## config.mk

```make
export PLATFORM = sky130hd
export DESIGN_NAME = aud_serial_port
export DESIGN_NICKNAME = d
export VERILOG_FILES = /design/src/rtl/aud_sp_pkg.sv /design/src/rtl/aud_sp_clkgen.sv /design/src/rtl/aud_sp_tx.sv /design/src/rtl/aud_sp_rx.sv /design/src/rtl/aud_serial_port.sv
export SDC_FILE = /design/constraint.sdc
export NUM_CORES = 1
export LEC_CHECK = 0
export BUFFER_PORTS_ARGS = -buffer_cell sky130_fd_sc_hd__buf_2
export CAP_MARGIN = 0
export CORE_MARGIN = 2
export CORE_UTILIZATION = 55
export DETAILED_ROUTE_END_ITERATION = 12
export GPL_ROUTABILITY_DRIVEN = 0
export GPL_TIMING_DRIVEN = 0
export PLACE_DENSITY = 0.76
export RECOVER_POWER = 25
export SLEW_MARGIN = 15
export SYNTH_ARGS = -nofsm -noshare
export SYNTH_HDL_FRONTEND = slang
export SYNTH_SLANG_ARGS = --single-unit
```

## constraint.sdc

```tcl
create_clock -name clk -period 6.2 [get_ports clk]
set_input_delay 0.31 -clock clk [delete_from_list [all_inputs] [get_ports clk]]
set_output_delay 0.31 -clock clk [all_outputs]
set_load 0.01 [all_outputs]
```

## src/rtl/aud_sp_pkg.sv

```systemverilog
package aud_sp_pkg;
  localparam int SMP_W = 32;
  localparam int POS_W = $clog2(2 * SMP_W);
  localparam int IDX_W = $clog2(SMP_W);

  typedef enum logic [1:0] {
    FMT_CLASSIC = 2'd0,
    FMT_MSB_AL  = 2'd1,
    FMT_LSB_AL  = 2'd2,
    FMT_PULSE   = 2'd3
  } fmt_e;

  typedef struct packed {
    logic             hit;
    logic             right;
    logic [IDX_W-1:0] idx;
  } slot_t;

  function automatic int slot_bits(input logic slot_long);
    return slot_long ? SMP_W : SMP_W / 2;
  endfunction

  function automatic int sample_bits(input logic [1:0] len, input logic slot_long);
    int n;
    case (len)
      2'd0:    n = 16;
      2'd1:    n = 24;
      default: n = 32;
    endcase
    if (n > slot_bits(slot_long)) n = slot_bits(slot_long);
    return n;
  endfunction

  // Which sample bit, if any, travels in frame position pos.
  function automatic slot_t slot_map(input logic [1:0] fmt, input logic slot_long,
                                     input logic [1:0] len, input logic [POS_W-1:0] pos);
    int    ch, n, q, k;
    slot_t s;
    ch = slot_bits(slot_long);
    n  = sample_bits(len, slot_long);
    q  = int'(pos);
    s  = '0;
    if (fmt_e'(fmt) == FMT_PULSE) begin
      if (q < n) begin
        s.hit = 1'b1; s.right = 1'b0; s.idx = IDX_W'(n - 1 - q);
      end else if (q < 2 * n) begin
        s.hit = 1'b1; s.right = 1'b1; s.idx = IDX_W'(2 * n - 1 - q);
      end
    end else begin
      s.right = (q >= ch);
      k = s.right ? q - ch : q;
      if (fmt_e'(fmt) == FMT_LSB_AL) begin
        s.hit = (k >= ch - n);
        s.idx = IDX_W'(ch - 1 - k);
      end else begin
        s.hit = (k < n);
        s.idx = IDX_W'(n - 1 - k);
      end
    end
    return s;
  endfunction

  // Un-inverted select level for frame position pos.
  function automatic logic ws_level(input logic [1:0] fmt, input logic slot_long,
                                    input logic [POS_W-1:0] pos);
    int ch, q;
    ch = slot_bits(slot_long);
    q  = int'(pos);
    case (fmt_e'(fmt))
      FMT_CLASSIC: return (q >= ch - 1) && (q < 2 * ch - 1);
      FMT_PULSE:   return q == 2 * ch - 1;
      default:     return q >= ch;
    endcase
  endfunction
endpackage

```

## src/rtl/aud_sp_clkgen.sv

```systemverilog
module aud_sp_clkgen
  import aud_sp_pkg::*;
(
  input  logic             clk,
  input  logic             rst_n,
  input  logic             enable,
  input  logic             bclk_en,
  input  logic             slot_long,
  output logic             run,
  output logic             phase,
  output logic [POS_W-1:0] pos,
  output logic             frame_load,
  output logic             sample_evt,
  output logic             last_sample
);
  logic [POS_W-1:0] last_pos;
  logic             start_evt, wrap_evt;

  assign last_pos    = POS_W'(2 * slot_bits(slot_long) - 1);
  assign start_evt   = enable && !run && bclk_en;
  assign wrap_evt    = run && bclk_en && phase && (pos == last_pos);
  assign frame_load  = start_evt || wrap_evt;
  assign sample_evt  = run && bclk_en && !phase;
  assign last_sample = sample_evt && (pos == last_pos);

  always_ff @(posedge clk) begin
    if (!rst_n || !enable) begin
      run   <= 1'b0;
      phase <= 1'b0;
      pos   <= '0;
    end else if (!run) begin
      if (bclk_en) begin
        run   <= 1'b1;
        phase <= 1'b0;
        pos   <= '0;
      end
    end else if (bclk_en) begin
      if (!phase) begin
        phase <= 1'b1;
      end else begin
        phase <= 1'b0;
        pos   <= (pos == last_pos) ? '0 : pos + 1'b1;
      end
    end
  end
endmodule

```

## src/rtl/aud_sp_tx.sv

```systemverilog
module aud_sp_tx
  import aud_sp_pkg::*;
(
  input  logic             clk,
  input  logic             rst_n,
  input  logic             run,
  input  logic             frame_load,
  input  slot_t            slot,
  input  logic             tx_valid,
  output logic             tx_ready,
  input  logic [SMP_W-1:0] tx_left,
  input  logic [SMP_W-1:0] tx_right,
  output logic             sd_out,
  output logic             tx_underrun
);
  logic [SMP_W-1:0] hold_l, hold_r, cur_l, cur_r, word;
  logic             hold_full, accept;

  assign tx_ready = !hold_full;
  assign accept   = tx_valid && !hold_full;

  always_ff @(posedge clk) begin
    if (!rst_n) begin
      hold_l      <= '0;
      hold_r      <= '0;
      cur_l       <= '0;
      cur_r       <= '0;
      hold_full   <= 1'b0;
      tx_underrun <= 1'b0;
    end else begin
      if (accept) begin
        hold_l <= tx_left;
        hold_r <= tx_right;
      end
      if (frame_load) begin
        if (hold_full) begin
          cur_l <= hold_l;
          cur_r <= hold_r;
        end else begin
          cur_l       <= '0;
          cur_r       <= '0;
          tx_underrun <= 1'b1;
        end
      end
      if (frame_load && hold_full) hold_full <= 1'b0;
      else if (accept)             hold_full <= 1'b1;
    end
  end

  always_comb begin
    word   = slot.right ? cur_r : cur_l;
    sd_out = run && slot.hit && word[slot.idx];
  end
endmodule

```

## src/rtl/aud_sp_rx.sv

```systemverilog
module aud_sp_rx
  import aud_sp_pkg::*;
(
  input  logic             clk,
  input  logic             rst_n,
  input  logic             run,
  input  logic             sample_evt,
  input  logic             last_sample,
  input  slot_t            slot,
  input  logic             sd_in,
  output logic             rx_valid,
  input  logic             rx_ready,
  output logic [SMP_W-1:0] rx_left,
  output logic [SMP_W-1:0] rx_right,
  output logic             rx_overrun
);
  logic [SMP_W-1:0] acc_l, acc_r, acc_l_n, acc_r_n;

  always_comb begin
    acc_l_n = acc_l;
    acc_r_n = acc_r;
    if (sample_evt && slot.hit) begin
      if (slot.right) acc_r_n[slot.idx] = sd_in;
      else            acc_l_n[slot.idx] = sd_in;
    end
  end

  always_ff @(posedge clk) begin
    if (!rst_n) begin
      acc_l      <= '0;
      acc_r      <= '0;
      rx_left    <= '0;
      rx_right   <= '0;
      rx_valid   <= 1'b0;
      rx_overrun <= 1'b0;
    end else begin
      if (!run || last_sample) begin
        acc_l <= '0;
        acc_r <= '0;
      end else begin
        acc_l <= acc_l_n;
        acc_r <= acc_r_n;
      end
      if (last_sample) begin
        if (rx_valid && !rx_ready) begin
          rx_overrun <= 1'b1;
        end else begin
          rx_left  <= acc_l_n;
          rx_right <= acc_r_n;
          rx_valid <= 1'b1;
        end
      end else if (rx_valid && rx_ready) begin
        rx_valid <= 1'b0;
      end
    end
  end
endmodule

```

## src/rtl/aud_serial_port.sv

```systemverilog
module aud_serial_port
  import aud_sp_pkg::*;
(
  input  logic        clk,
  input  logic        rst_n,
  input  logic        enable,
  input  logic        bclk_en,
  input  logic [1:0]  fmt_sel,
  input  logic        slot_long,
  input  logic [1:0]  smp_len,
  input  logic        clk_inv,
  input  logic        ws_inv,
  input  logic        tx_valid,
  output logic        tx_ready,
  input  logic [31:0] tx_left,
  input  logic [31:0] tx_right,
  output logic        rx_valid,
  input  logic        rx_ready,
  output logic [31:0] rx_left,
  output logic [31:0] rx_right,
  output logic        sck,
  output logic        ws,
  output logic        sd_out,
  input  logic        sd_in,
  output logic        tx_underrun,
  output logic        rx_overrun
);
  logic             run, phase, frame_load, sample_evt, last_sample;
  logic [POS_W-1:0] pos;
  slot_t            slot;

  aud_sp_clkgen u_clkgen (
    .clk(clk), .rst_n(rst_n), .enable(enable), .bclk_en(bclk_en),
    .slot_long(slot_long), .run(run), .phase(phase), .pos(pos),
    .frame_load(frame_load), .sample_evt(sample_evt), .last_sample(last_sample)
  );

  assign slot = slot_map(fmt_sel, slot_long, smp_len, pos);
  assign sck  = phase ^ clk_inv;
  assign ws   = (run && ws_level(fmt_sel, slot_long, pos)) ^ ws_inv;

  aud_sp_tx u_tx (
    .clk(clk), .rst_n(rst_n), .run(run), .frame_load(frame_load), .slot(slot),
    .tx_valid(tx_valid), .tx_ready(tx_ready), .tx_left(tx_left), .tx_right(tx_right),
    .sd_out(sd_out), .tx_underrun(tx_underrun)
  );

  aud_sp_rx u_rx (
    .clk(clk), .rst_n(rst_n), .run(run), .sample_evt(sample_evt),
    .last_sample(last_sample), .slot(slot), .sd_in(sd_in),
    .rx_valid(rx_valid), .rx_ready(rx_ready), .rx_left(rx_left),
    .rx_right(rx_right), .rx_overrun(rx_overrun)
  );
endmodule

```

# After elaboration in Yosys (flattened, before gate mapping)
# Cells that the tools add are included.
# word_totals
elab_cells,121
reg_bits,268
# classes
n_eq_ne,7
order_cmp,10
mux,37
addsub,11
n_reduce_logical,36
n_bitwise,5
# op_table
op,n
32-bit two-way mux,8
32-bit bitwise mux,2
7-bit by 32-bit less-than comparator with 1-bit output,2
6-bit two-way mux,7
32-bit >= comparator,1
32-bit greater-than comparator,1
32-bit less-than comparator,1
7-bit by 32-bit subtractor with 32-bit output,1
7-bit two-way mux,3
5-bit subtractor,4
1-bit logical AND,17
1-bit two-way mux,12
6-bit one-hot mux with 2 select lines,1
2-bit AND reduction,5
"5-bit by 2-bit subtractor with 5-bit output, second input constant",2
7-bit by 8-bit equality test with 1-bit output,1
7-bit by 8-bit less-than comparator with 1-bit output,1
"7-bit by 1-bit subtractor with 8-bit output, second input constant",1
7-bit >= comparator,1
"6-bit by 1-bit subtractor with 7-bit output, second input constant",1
6-bit by 6-bit subtractor with 7-bit output,1
"6-bit by 1-bit adder with 6-bit output, second input constant",1
6-bit equality test,1
6-bit >= comparator,1
16 further kinds,30

# Depth between registers and ports, before layout
# depth
depth_word,16
mapped_depth,17
depth_no_buf,15

# Cells and area by module
# Synthesis repeated with hierarchy kept, for this count alone.
# hier_totals
cells_unflattened,1294
area_unflattened_um2,11613.6
# modules_own_cells
module,cells_each,area_per_inst_um2,instances
aud_sp_tx,613,5500.3,1
aud_sp_rx,534,4968.5,1
aud_serial_port,96,730.7,1
aud_sp_clkgen,51,414.1,1

# Least setup slack after synthesis
# OpenSTA, ideal clock, no wires.
# synth_timing
kind,register to register
startpoint,register u_clkgen.pos[4]
endpoint,register u_rx.acc_l[21]
t_arrival_ns,3.349
path_buffers,2
t_required_ns,6.072
path_slack_ns,2.724
stages_incl_launch_ff,17
path_cell_list,dfxtp_1 -> inv_1 -> ha_1 -> fa_1 -> o21ai_0 -> and2_1 -> ha_1 -> nor2b_1 -> o21ai_0 -> a221oi_1 -> a31oi_1 -> o211a_1 -> clkbuf_1 -> clkbuf_1 -> nand3_1 -> mux2i_1 -> nor2_1
# synth_between
elab_chain_len,12
# synth_rtl
element,line,text
start: declaration,aud_sp_clkgen.sv:11,"output logic [POS_W-1:0] pos,"
start signal: assignment,aud_sp_clkgen.sv:42,pos <= (pos == last_pos) ? '0 : pos + 1'b1;
6-bit by 6-bit subtractor with 7-bit output or 6-bit >= comparator (tied branches),"aud_sp_pkg.sv:51, aud_sp_pkg.sv:50",
32-bit two-way mux,aud_sp_pkg.sv:51,k = s.right ? q - ch : q;
"5-bit subtractor, on equally long branches","aud_sp_pkg.sv:57, aud_sp_pkg.sv:54",
5-bit two-way mux,aud_sp_pkg.sv:52,if (fmt_e'(fmt) == FMT_LSB_AL) begin
7-bit two-way mux,aud_sp_pkg.sv:43,if (fmt_e'(fmt) == FMT_PULSE) begin
5-bit by 6-bit less-than comparator with 1-bit output (implied by the code) or 5-bit by 1-bit >= comparator with 1-bit output (tied branches),aud_sp_rx.sv:24,else acc_l_n[slot.idx] = sd_in;
1-bit logical AND (implied by the code),aud_sp_rx.sv:24,
1-bit two-way mux (implied by the code),aud_sp_rx.sv:24,
1-bit demux with 5-bit select,n/a,
32-bit bitwise mux,aud_sp_rx.sv:24,
32-bit two-way mux,aud_sp_rx.sv:23,if (slot.right) acc_r_n[slot.idx] = sd_in;
32-bit two-way mux,aud_sp_rx.sv:22,if (sample_evt && slot.hit) begin
end signal: assignment,aud_sp_rx.sv:41,acc_l <= acc_l_n;
end: declaration,aud_sp_rx.sv:17,"logic [SMP_W-1:0] acc_l, acc_r, acc_l_n, acc_r_n;"
# Parallel ways exist; a longest one is shown, timed or not.
# A chain may end at the register's enable or synchronous reset.

# Worst setup path in the final report
# layout_timing
startpoint,register u_clkgen.pos[4]
endpoint,output port sd_out
# layout_between
elab_chain_len,8
# layout_rtl
element,line,text
6-bit by 6-bit subtractor with 7-bit output (tied with other cells),aud_sp_pkg.sv:51,
32-bit two-way mux or 7-bit two-way mux (tied branches),"aud_sp_pkg.sv:51, aud_sp_pkg.sv:46",
5-bit subtractor (tied with other cells),aud_sp_pkg.sv:57,s.idx = IDX_W'(n - 1 - k);
5-bit two-way mux or 7-bit two-way mux (tied branches),"aud_sp_pkg.sv:52, aud_sp_pkg.sv:43",
7-bit two-way mux (*),aud_sp_pkg.sv:43,
1-bit binary-select mux with 5-bit select,aud_sp_tx.sv:52,sd_out = run && slot.hit && word[slot.idx];
1-bit two-way mux (implied by the code),aud_sp_tx.sv:52,
1-bit logical AND (*),aud_sp_tx.sv:52,
end: declaration,aud_serial_port.sv:23,"output logic sd_out,"
# Every way passes the cells marked *; elsewhere a longest branch is shown, timed or not. The select of a mux whose other input is x is not followed.

==> metrics.txt <==
pin slew with the least headroom to its limit 0.8416 ns; per-cell routed wire length 16.95 um; CTS H-Tree Depth 1; CP startpoint u_clkgen.pos[4]; total grt overflow 0; Setup Buffers After CTS 0; Clock Sinks 268; Worst R2R Start u_clkgen.pos[4]; vias in the first global route 10.02k; clock-pin slew of the registers on the worst-case setup and hold paths 0.06 ns; # nets final 1682; Core ar. 0.02017 sq mm; RSZ-0062 raised after global routing false; Leak 4.702 nW; placed cell count 1810; TritonCTS buffer count 27; max-slew violation count 0; DRT Pass-1 Iters 5; fraction of layout cells with a size suffix above 1 9.420%; chip width 146.9 um; Clock Skew 0.01061 ns; Port-buffer cells 147; CP endpoint kind output port; PostCTS Resize Cnt 0; Mapped Area 0.01124 sq mm; worst skew pair latency 0.55 ns; Yosys warning count 0; clk root buf clkbuf_16; Die ar. 0.02159 sq mm; Residual DRC 0; Total GRT Usage 28.83%; cells after synthesis 1392; Peak VDD IR 0.0002019 V; final setup TNS 0 ns; die height 146.9 um; synthesized area per cell 8.072 sq um; diode count 0; post-DR vias/cell 5.749; Setup violations, final 0; initial antenna violation count 0; final WL 31740 um; CP arrival 4.26 ns; Core Rows 52; Power Density 277.6 mW/mm^2; Distinct cells, synth 61; Max Cap Viol 0; sequential area share after synthesis 47.75%; maximum clock insertion buffer count 3; status finished, final reports clean; Hold Crit Start tx_right[2]; #FFs+latches synth 268; CTS tree built; Initial Utilization 55.71%; startpoint types register; Crit Path Class reg -> out; largest net degree at the start of global routing 15; ys async rst share 0%; post-layout min period 4.574 ns; Min-Delay Path Class in -> reg; I/O pins 149; final hold vios 0; Synth-to-Final Area Change 17.96%; First DRT Iteration DRCs 892; Post-synth top flop dfxtp_1; Max FO, Critical Path 10; DRT antenna net count 0; Layout Cells excl Fill 1873; first-pass GRT wire length 50940 um; Post-synth EDFFs 0; fin crit share 73.78%; fmax 218.6 MHz; Worst Path Required 5.89 ns; Slew HR 43.37%; Final HPWL DP 22830 um; via count 10.77k
## timing repair
action,CTS,global route
endpoints found under the hold margin,14,0
endpoints found under the setup margin,0,0
hold buffers,14,0
## power by group
| part | switching [W] | internal (W) | total [W] |
|---|---|---|---|
| registers | 0.0000174 | 0.00175 | 0.00177 |
| logic | 0.000190 | 0.0000866 | 0.000277 |
| clock network | 0.000681 | 0.000952 | 0.00163 |
## cell usage after synthesis (17+ instances only)
library cell	n	area, sq um
a211oi_1	32	240.2
a21oi_1	221	1106
a31oi_1	17	106.4
and3_1	38	237.7
clkbuf_1	87	326.6
dfxtp_1	268	5365
ha_1	20	250.2
inv_1	19	71.32
mux2i_1	37	370.4
nand2_1	274	1028
nand3_1	84	420.4
nand4_1	26	162.7
nor2_1	66	247.7
nor3_1	30	150.1
o21ai_0	65	325.3
## flip-flops by register name, indices dropped and copies added (netlist names), 6 cells and up
| signal | count |
|---|---|
| u_tx.hold_r | 32 |
| u_rx.acc_r | 32 |
| u_clkgen.pos | 6 |
| u_rx.rx_right | 32 |
| u_rx.acc_l | 32 |
| u_rx.rx_left | 32 |
| u_tx.cur_r | 32 |
| u_tx.cur_l | 32 |
| u_tx.hold_l | 32 |
## metal layers
| layer | share of wire [%] | wire length (um) | GRT usage (%) | vias up |
|---|---|---|---|---|
| li1 | - | - | - | 5248 |
| met1 | 43 | 13800 | 39.68 | 5060 |
| met2 | 47 | 14940 | 47.49 | 408 |
| met3 | 7.5 | 2375 | 4.627 | 51 |
| met4 | 2.0 | 626 | 7.692 | 0 |
| met5 | 0 | 0 | 0 | - |
## path summary, 6_finish.rpt
path                          end  depth (start not counted)  slack [ns]
hold reg to reg   u_rx.rx_left[7]                          2        0.45
setup / recovery           sd_out                         12        1.63
hold / removal     u_tx.hold_r[2]                          3       0.003
setup reg to reg   u_rx.acc_l[29]                         16        1.84
## worst max-delay path: stages (launching register included)
cell and delay [ns]:
dfxtp_1 0.48, inv_1 0.14, ha_1 0.21, fa_1 0.47, o21ai_0 0.37, a21oi_1 0.16
o21ai_1 0.50, a211o_1 0.22, clkbuf_1 0.45, a41o_1 0.15, nand4_1 0.10, nor3_1 0.26
buf_2 0.20
## cell usage in the layout (no fill, tap or decap), types with 3 or more instances in the layout
cell type,count
nand2_1,274
dfxtp_1,268
a21oi_1,221
clkbuf_1,164
buf_2,85
nand3_1,84
nor2_1,66
o21ai_0,65
and3_1,38
mux2i_1,37
a211oi_1,32
nor3_1,30
clkbuf_16,27
nand4_1,26
ha_1,20
inv_1,19
a31oi_1,17
dlygate4sd3_1,14
buf_1,11
nor3_2,9
nor2b_1,6
o41ai_1,6
a211o_1,5
clkbuf_8,5
nand3b_1,4
and2_1,4
buf_4,4
xnor2_1,4
nor4_1,4
nand2b_1,4
clkinv_2,4
o21ai_1,3
buf_6,3
## per-stage QoR
| step | hold slack [ns] | total power (W) | utilization [%] | setup slack [ns] | cell area, sq um |
|---|---|---|---|---|---|
| floorplan | 0.4274 | 0.001973 | - | 2.724 | 11240 |
| global placement | 0.4346 | 0.002063 | 61.05 | 1.984 | 12310 |
| detailed placement | 0.4436 | 0.002070 | 61.05 | 1.949 | 12310 |
| CTS | 0.001002 | 0.003676 | 66.14 | 1.720 | 13340 |
| global route | 0.01073 | 0.003793 | 65.71 | 1.393 | 13250 |
| finish | 0.003279 | 0.003679 | 65.71 | 1.626 | 13250 |
## final cells by class
| class | instances | area (sq um) |
|---|---|---|
| clock buffers | 41 | 778.2 |
| clock inverters | 8 | 107.6 |
| repair buffers | 161 | 790.8 |
| multi-input cells | 993 | 5330 |
| fillers | 1769 | 6915 |
| well taps | 270 | 337.8 |
| inverters | 20 | 75.07 |
| flip-flops and latches | 268 | 5365 |
| plain buffers | 112 | 469.2 |
## cells by family (layout without fill, tap and decap cells)
group / after synthesis / after routing / share of synthesized area, %
fa+ha+maj: 21 / 21 / 2.405
flops: 268 / 268 / 47.75
simple gates: 560 / 560 / 22.88
mux: 37 / 37 / 3.296
buf+inv: 132 / 342 / 4.844
compound gates: 368 / 368 / 18.40
xor+xnor: 5 / 5 / 0.3897
other cells: 1 / 2 / 0.03338
Note: power is estimated with default switching activity, not from simulation.
